File: src/rtl/cfg_pkg.sv
package cfg_pkg;
  localparam int REG_W  = 12;
  localparam int ADDR_W = 4;

  typedef enum logic [ADDR_W-1:0] {
    A_OP    = 4'd0,
    A_CTRL  = 4'd1,
    A_CLAMP = 4'd2,
    A_GAIN  = 4'd3,
    A_START = 4'd13
  } reg_addr_e;

  typedef struct packed {
    logic [REG_W-1:0] op;
    logic [REG_W-1:0] ctrl;
    logic [REG_W-1:0] clamp;
    logic [REG_W-1:0] gain;
    logic [REG_W-1:0] start;
  } bank_t;

  localparam logic [REG_W-1:0] CLAMP_DEF = 12'd128;

  function automatic bank_t bank_default();
    bank_t b;
    b       = '0;
    b.clamp = CLAMP_DEF;
    return b;
  endfunction

  function automatic logic [1:0] pwr_field(input logic [REG_W-1:0] op);
    return op[2:1];
  endfunction
endpackage

File: src/rtl/cfg_sync.sv
module cfg_sync #(
  parameter int         W       = 3,
  parameter logic [W-1:0] RST_VAL = '0
) (
  input  logic         clk,
  input  logic         rst_n,
  input  logic [W-1:0] din,
  output logic [W-1:0] dout,
  output logic [W-1:0] rise
);
  for (genvar i = 0; i < W; i++) begin : g_bit
    logic s1, s2, s3;
    always_ff @(posedge clk or negedge rst_n) begin
      if (!rst_n) begin
        s1 <= RST_VAL[i];
        s2 <= RST_VAL[i];
        s3 <= RST_VAL[i];
      end else begin
        s1 <= din[i];
        s2 <= s1;
        s3 <= s2;
      end
    end
    assign dout[i] = s2;
    assign rise[i] = s2 & ~s3;
  end
endmodule

File: src/rtl/cfg_deser.sv
module cfg_deser
  import cfg_pkg::*;
#(
  parameter int AW = ADDR_W,
  parameter int DW = REG_W
) (
  input  logic          clk,
  input  logic          rst_n,
  input  logic          arm_en,
  input  logic          load_hi,
  input  logic          sck_rise,
  input  logic          sd,
  output logic          word_stb,
  output logic [AW-1:0] word_addr,
  output logic [DW-1:0] word_data
);
  localparam int CW = $clog2(DW);

  logic          armed, addr_ph;
  logic [CW-1:0] cnt;
  logic [AW-1:0] ash, cur_addr;
  logic [DW-1:0] dsh;
  logic          take_bit;

  assign take_bit = armed & ~load_hi & sck_rise;

  always_ff @(posedge clk or negedge rst_n) begin
    if (!rst_n) begin
      armed     <= 1'b0;
      addr_ph   <= 1'b1;
      cnt       <= '0;
      ash       <= '0;
      cur_addr  <= '0;
      dsh       <= '0;
      word_stb  <= 1'b0;
      word_addr <= '0;
      word_data <= '0;
    end else begin
      word_stb <= 1'b0;
      if (!arm_en)      armed <= 1'b0;
      else if (load_hi) armed <= 1'b1;
      if (load_hi || !armed) begin
        addr_ph <= 1'b1;
        cnt     <= '0;
      end else if (take_bit) begin
        if (addr_ph) begin
          ash <= {sd, ash[AW-1:1]};
          if (cnt == CW'(AW-1)) begin
            cur_addr <= {sd, ash[AW-1:1]};
            addr_ph  <= 1'b0;
            cnt      <= '0;
          end else cnt <= cnt + 1'b1;
        end else begin
          dsh <= {sd, dsh[DW-1:1]};
          if (cnt == CW'(DW-1)) begin
            word_stb  <= 1'b1;
            word_addr <= cur_addr;
            word_data <= {sd, dsh[DW-1:1]};
            cur_addr  <= cur_addr + 1'b1;
            cnt       <= '0;
          end else cnt <= cnt + 1'b1;
        end
      end
    end
  end

  p_idle_r6: assert property (@(posedge clk) disable iff (!rst_n)
    load_hi |=> !word_stb);
endmodule

File: src/rtl/cfg_bank.sv
module cfg_bank
  import cfg_pkg::*;
(
  input  logic              clk,
  input  logic              rst_n,
  input  logic              word_stb,
  input  logic [ADDR_W-1:0] word_addr,
  input  logic [REG_W-1:0]  word_data,
  input  logic              commit,
  output bank_t             live
);
  bank_t shadow;

  always_ff @(posedge clk or negedge rst_n) begin
    if (!rst_n) begin
      shadow <= bank_default();
      live   <= bank_default();
    end else if (word_stb) begin
      case (word_addr)
        A_OP:    shadow.op    <= word_data;
        A_CTRL:  shadow.ctrl  <= word_data;
        A_CLAMP: shadow.clamp <= word_data;
        A_GAIN:  shadow.gain  <= word_data;
        A_START: shadow.start <= word_data;
        default: ;
      endcase
    end else if (commit) begin
      if (shadow.op[0]) begin
        shadow <= bank_default();
        live   <= bank_default();
      end else begin
        live <= shadow;
      end
    end
  end

  p_hold_r4: assert property (@(posedge clk) disable iff (!rst_n)
    !commit |=> live == $past(live));
  p_take_r4: assert property (@(posedge clk) disable iff (!rst_n)
    commit && !word_stb && !shadow.op[0] |=> live == $past(shadow));
  p_swrst_r8: assert property (@(posedge clk) disable iff (!rst_n)
    commit && !word_stb && shadow.op[0] |=> live == bank_default());
endmodule

File: src/rtl/cfg_serial_port.sv
module cfg_serial_port
  import cfg_pkg::*;
#(
  parameter int BUSY_CYCLES = 250000
) (
  input  logic             clk,
  input  logic             rst_n,
  input  logic             sload_n,
  input  logic             sclk,
  input  logic             sdata,
  output logic             busy,
  output logic [REG_W-1:0] op_reg,
  output logic [REG_W-1:0] ctrl_reg,
  output logic [REG_W-1:0] clamp_reg,
  output logic [REG_W-1:0] gain_reg,
  output logic [REG_W-1:0] start_reg,
  output logic [1:0]       pwr_mode
);
  localparam int PW = $clog2(BUSY_CYCLES + 1);

  logic [PW-1:0]       por_cnt;
  logic [2:0]          s_lvl, s_rise;
  logic                word_stb, commit;
  logic [ADDR_W-1:0]   word_addr;
  logic [REG_W-1:0]    word_data;
  bank_t               live;

  always_ff @(posedge clk or negedge rst_n) begin
    if (!rst_n)     por_cnt <= '0;
    else if (busy)  por_cnt <= por_cnt + 1'b1;
  end
  assign busy = (por_cnt != PW'(BUSY_CYCLES));

  // bit 0: strobe, bit 1: serial clock, bit 2: data
  cfg_sync #(.W(3), .RST_VAL(3'b001)) u_sync (
    .clk(clk), .rst_n(rst_n), .din({sdata, sclk, sload_n}),
    .dout(s_lvl), .rise(s_rise));

  cfg_deser u_deser (
    .clk(clk), .rst_n(rst_n), .arm_en(~busy), .load_hi(s_lvl[0]),
    .sck_rise(s_rise[1]), .sd(s_lvl[2]),
    .word_stb(word_stb), .word_addr(word_addr), .word_data(word_data));

  assign commit = s_rise[0] & ~busy;

  cfg_bank u_bank (
    .clk(clk), .rst_n(rst_n), .word_stb(word_stb), .word_addr(word_addr),
    .word_data(word_data), .commit(commit), .live(live));

  assign op_reg    = live.op;
  assign ctrl_reg  = live.ctrl;
  assign clamp_reg = live.clamp;
  assign gain_reg  = live.gain;
  assign start_reg = live.start;
  assign pwr_mode  = pwr_field(live.op);

  p_busy_mono_r2: assert property (@(posedge clk) disable iff (!rst_n)
    !busy |=> !busy);
  p_busy_nowrite_r2: assert property (@(posedge clk) disable iff (!rst_n)
    busy |-> !word_stb);
  p_pwr_r9: assert property (@(posedge clk) disable iff (!rst_n)
    pwr_mode == op_reg[2:1]);
endmodule

File: config.mk
export PLATFORM = sky130hd
export DESIGN_NAME = cfg_serial_port
export DESIGN_NICKNAME = d
export VERILOG_FILES = /design/src/rtl/cfg_pkg.sv /design/src/rtl/cfg_sync.sv /design/src/rtl/cfg_deser.sv /design/src/rtl/cfg_bank.sv /design/src/rtl/cfg_serial_port.sv
export SDC_FILE = /design/constraint.sdc
export NUM_CORES = 1
export LEC_CHECK = 0
export BUFFER_PORTS_ARGS = -buffer_cell sky130_fd_sc_hd__clkbuf_2
export CAP_MARGIN = 5
export CORE_UTILIZATION = 38
export CTS_CLUSTER_SIZE = 12
export DETAILED_ROUTE_END_ITERATION = 10
export SLEW_MARGIN = 40
export SYNTH_ARGS = -nofsm -noshare
export SYNTH_HDL_FRONTEND = slang
export SYNTH_SLANG_ARGS = --single-unit
File: constraint.sdc
create_clock -name clk -period 3.2 [get_ports clk]
set_clock_uncertainty 0.1 [all_clocks]
set_input_delay 0.64 -clock clk [delete_from_list [all_inputs] [get_ports clk]]
set_output_delay 0.64 -clock clk [all_outputs]
set_load 0.05 [all_outputs]
==> impl_metrics.csv <==
group,metric,value,unit
worst_setup_path,r2r-end,"u_bank.live[10]",
job,max-cap-violations,0,
worst_setup_path,worstSetupEndpointType,"output pin",
cts,cts_root_buf,"clkbuf_16",
cts,numCtsBuffers,17,
worst_setup_path,critical_path.slowest_cell,"or4b_4",
synthesis,synth_edf_count,0,
timing,rsz0062_at_grt,"false",
grt,grt_use_total,15.4,%
floorplanning,initial_core_util,39.2,%
cells_and_area,mostFrequentLayoutCell,"dfrtp_1",
synthesis,syn_avg_cell_area,12.7,sq um
cts,postCtsSetupRepairBufs,0,
cells_and_area,post_route_cells_drive_above_1_share,29.5,%
worst_setup_path,required,2.46,ns
grt,grt_start_max_net_pins,76,
floorplanning,fp.dieW,147,microns
grt,grt_pass1_wl,26300,microns
synthesis,syn_nets,641,
outcome,status,"completed",
cts,numClockSinks,186,
routing,drc,0,
worst_setup_path,worstRegToRegCells,5,
floorplanning,io_pins,68,
synthesis,yosysUniqueCellTypes,45,
floorplanning,core,20500,sq um
cells_and_area,layout_common_cells,"dfrtp_1 (179), clkbuf_2 (65), nor2b_1 (61)",
worst_setup_path,path_class,"reg2out",
cts,clk_latency,0.43,ns
worst_setup_path,reg2reg_from,"por_cnt[10]",
synthesis,yosysTopAreaCell,"dfrtp_1",
cts,cts_resized,0,
worst_setup_path,cp_max_fo,5,
placed_design,detailed_place_hpwl,11100,microns
routing,firstDrtPassIters,7,
worst_setup_path,start_kind,"flip-flop",
worst_setup_path,crit_end,"busy",
routing,wire_per_inst,16.4,microns
timing,setup_viol,0,
synthesis,ys_warn_count,0,
synthesis,yosys-top-cells-area,"dfrtp_1 (56%), mux2_4 (7.5%), mux2_2 (6.6%)",
timing,fin_setup_tns,0,ns
timing,clock.fmax,0.337,GHz
grt,overflow,0,
synthesis,syn-instance-count,632,
cells_and_area,fillers,1861,
pwr,power_leakage,4.41,nW
timing,final.setup.worst_slack,0.230,ns
worst_setup_path,critPathArrivalTime,2.23,ns
worst_setup_path,reg2reg_setup_slack,0.52,ns
synthesis,ys.flop_type,"dfrtp_1",
cells_and_area,multiInputGateArea,3110,sq um
placed_design,dp_slack,0.508,ns
cells_and_area,syn_to_final_growth,13.9,%
placed_design,numPortBuffers,66,
floorplanning,fp.dieArea,21700,sq um
floorplanning,die_h,147,microns
timing,hold_viol,0,
cts,path_clk_slew,0.07,ns
placed_design,place_congestion,0.753,
timing,fin_crit_sh,92.8,%
hold_path,hold_path_class,"in2async",
synthesis,synthArstFlopShare,100,%
pwr,ir_worst_vdd,0.000363,V
cts,cts_tree,"done",
timing,tightest_slew,0.792,ns
grt,grt_pass1_vias,4922,
routing,wl,16000,microns
synthesis,yosys.area.top_type_share,56.0,%
timing,finalMaxSlewViolations,0,
routing,via_per_inst,5.12,
cts,h-tree-depth,4,
worst_setup_path,cp_slowest_stage_delay,0.56,ns
routing,num_vias,4990,
cells_and_area,final_net_count,701,
floorplanning,rows,52,
worst_setup_path,path_buf_inv,1,
grt,antenna_found_initial,0,
synthesis,synth-seq-cells,186,
cells_and_area,ff_latch_area,4660,sq um
routing,drt_iter0_drc,324,
worst_setup_path,crit_path_start,"por_cnt[10]",
timing,slew_headroom,47.2,%
cts,clk_path_buf_depth,2,
synthesis,seq_area_frac_synth,58.0,%
cells_and_area,num_antenna_cells,0,
worst_setup_path,cp.depth,4,
synthesis,synthesis.area,8040,sq um
worst_setup_path,crit_chain,"or4b_4, nor4_4, nand2_1, clkbuf_2",
pwr,powerDensity,476,nW/um^2
timing,fin_crit,2.97,ns
worst_setup_path,crit_family,"simple AND/OR/NAND/NOR gates",
cts,cts_hold_buf,0,
routing,antenna_left,0,
## flip-flops by register name (all words and copies together) (netlist names)
signal             count
u_deser.cnt            4
u_deser.ash            3
u_deser.word_stb       1
u_deser.word_addr      4
por_cnt               18
u_bank.live           59
u_bank.shadow         60
u_sync.g_bit.s1        3
u_deser.armed          1
u_sync.g_bit.s2        3
u_sync.g_bit.s3        2
u_deser.dsh           11
u_deser.word_data     12
u_deser.addr_ph        1
u_deser.cur_addr       4
## final cells by class
type | instances | area share (%)
sequential | 186 | 50.9
timing repair buffer | 80 | 5.23
clock inverter | 9 | 0.697
multi-input combinational | 403 | 34.0
tap | 270 | 3.69
inverter | 4 | 0.164
clock buffer | 23 | 5.33
## how the worst min path moves through the flow
stage | from | slack, ns | end | depth (start not counted)
after global routing | sload_n | 0.18 | u_sync.g_bit[0].s1 | 1
after CTS | rst_n | 0.16 | u_bank.live[19] | 1
after floorplan | u_sync.g_bit[1].s1 | 0.23 | u_sync.g_bit[1].s2 | 0
final | rst_n | 0.14 | u_bank.live[19] | 1
after detailed placement | u_sync.g_bit[1].s1 | 0.24 | u_sync.g_bit[1].s2 | 0
after global placement | u_sync.g_bit[1].s1 | 0.23 | u_sync.g_bit[1].s2 | 0
## per-stage QoR
| stage | area, sq um | power, mW | cells | util, % | hold WS (ns) |
|---|---|---|---|---|---|
| finish | 9160 | 4.36 | 975 | 44.7 | 0.144 |
| global route | 9160 | 4.53 | 975 | 44.7 | 0.177 |
| CTS | 9160 | 4.42 | 975 | 44.7 | 0.157 |
| detailed placement | 8600 | 2.47 | 943 | 42.0 | 0.236 |
| global placement | 8600 | 2.47 | 943 | 42.0 | 0.233 |
| floorplan | 8040 | 2.41 | 632 | - | 0.231 |
## where the power goes
group / switching, mW / total (mW) / leakage, nW / internal, mW
Sequential: 0.00333 / 2.36 / 2.55 / 2.36
Combinational: 0.0506 / 0.0611 / 1.60 / 0.0105
Clock: 0.859 / 1.94 / 0.266 / 1.08
## synthesized netlist by cell type, types with 3 or more instances
library cell and number:
nand2_1 58, inv_1 4, and2_1 5, a22o_1 22, dfstp_2 6, a21oi_1 6
and4_1 3, nor3b_1 3, o21ai_0 40, nor2b_1 61, nand2b_1 3, mux2_2 47
xor2_1 4, xnor2_1 13, mux2_1 3, buf_4 5, mux2_4 40, nor3_1 4
a22oi_1 34, buf_12 5, nand3_1 13, ha_1 4, clkbuf_1 25, dfrtp_1 180
and3_1 7, nor2_1 12
## worst reg2reg max path: stages, from the launching register on
cell	delay, ns
dfrtp_1	0.43
or4b_4	0.56
nor4_4	0.26
and4_4	0.52
buf_4	0.34
mux2_1	0.36
## routing by layer
layer  global-route usage, %  wire length [microns]
met5                       0                      0
met4                    6.34                    365
met3                    3.55                    704
met2                    23.5                   7340
met1                    21.3                   7600
## cells by family after synthesis
logic type	share of synthesized area [%]
flip-flops	58.0
AND/OR/NAND/NOR	12.0
AO/OA/AOI/OAI	9.38
multiplexers	14.7
buffers and inverters	3.42
XOR/XNOR	1.85
adder cells (fa/ha/maj)	0.622
other	0.0466
Note: power is estimated with default switching activity, not from simulation.
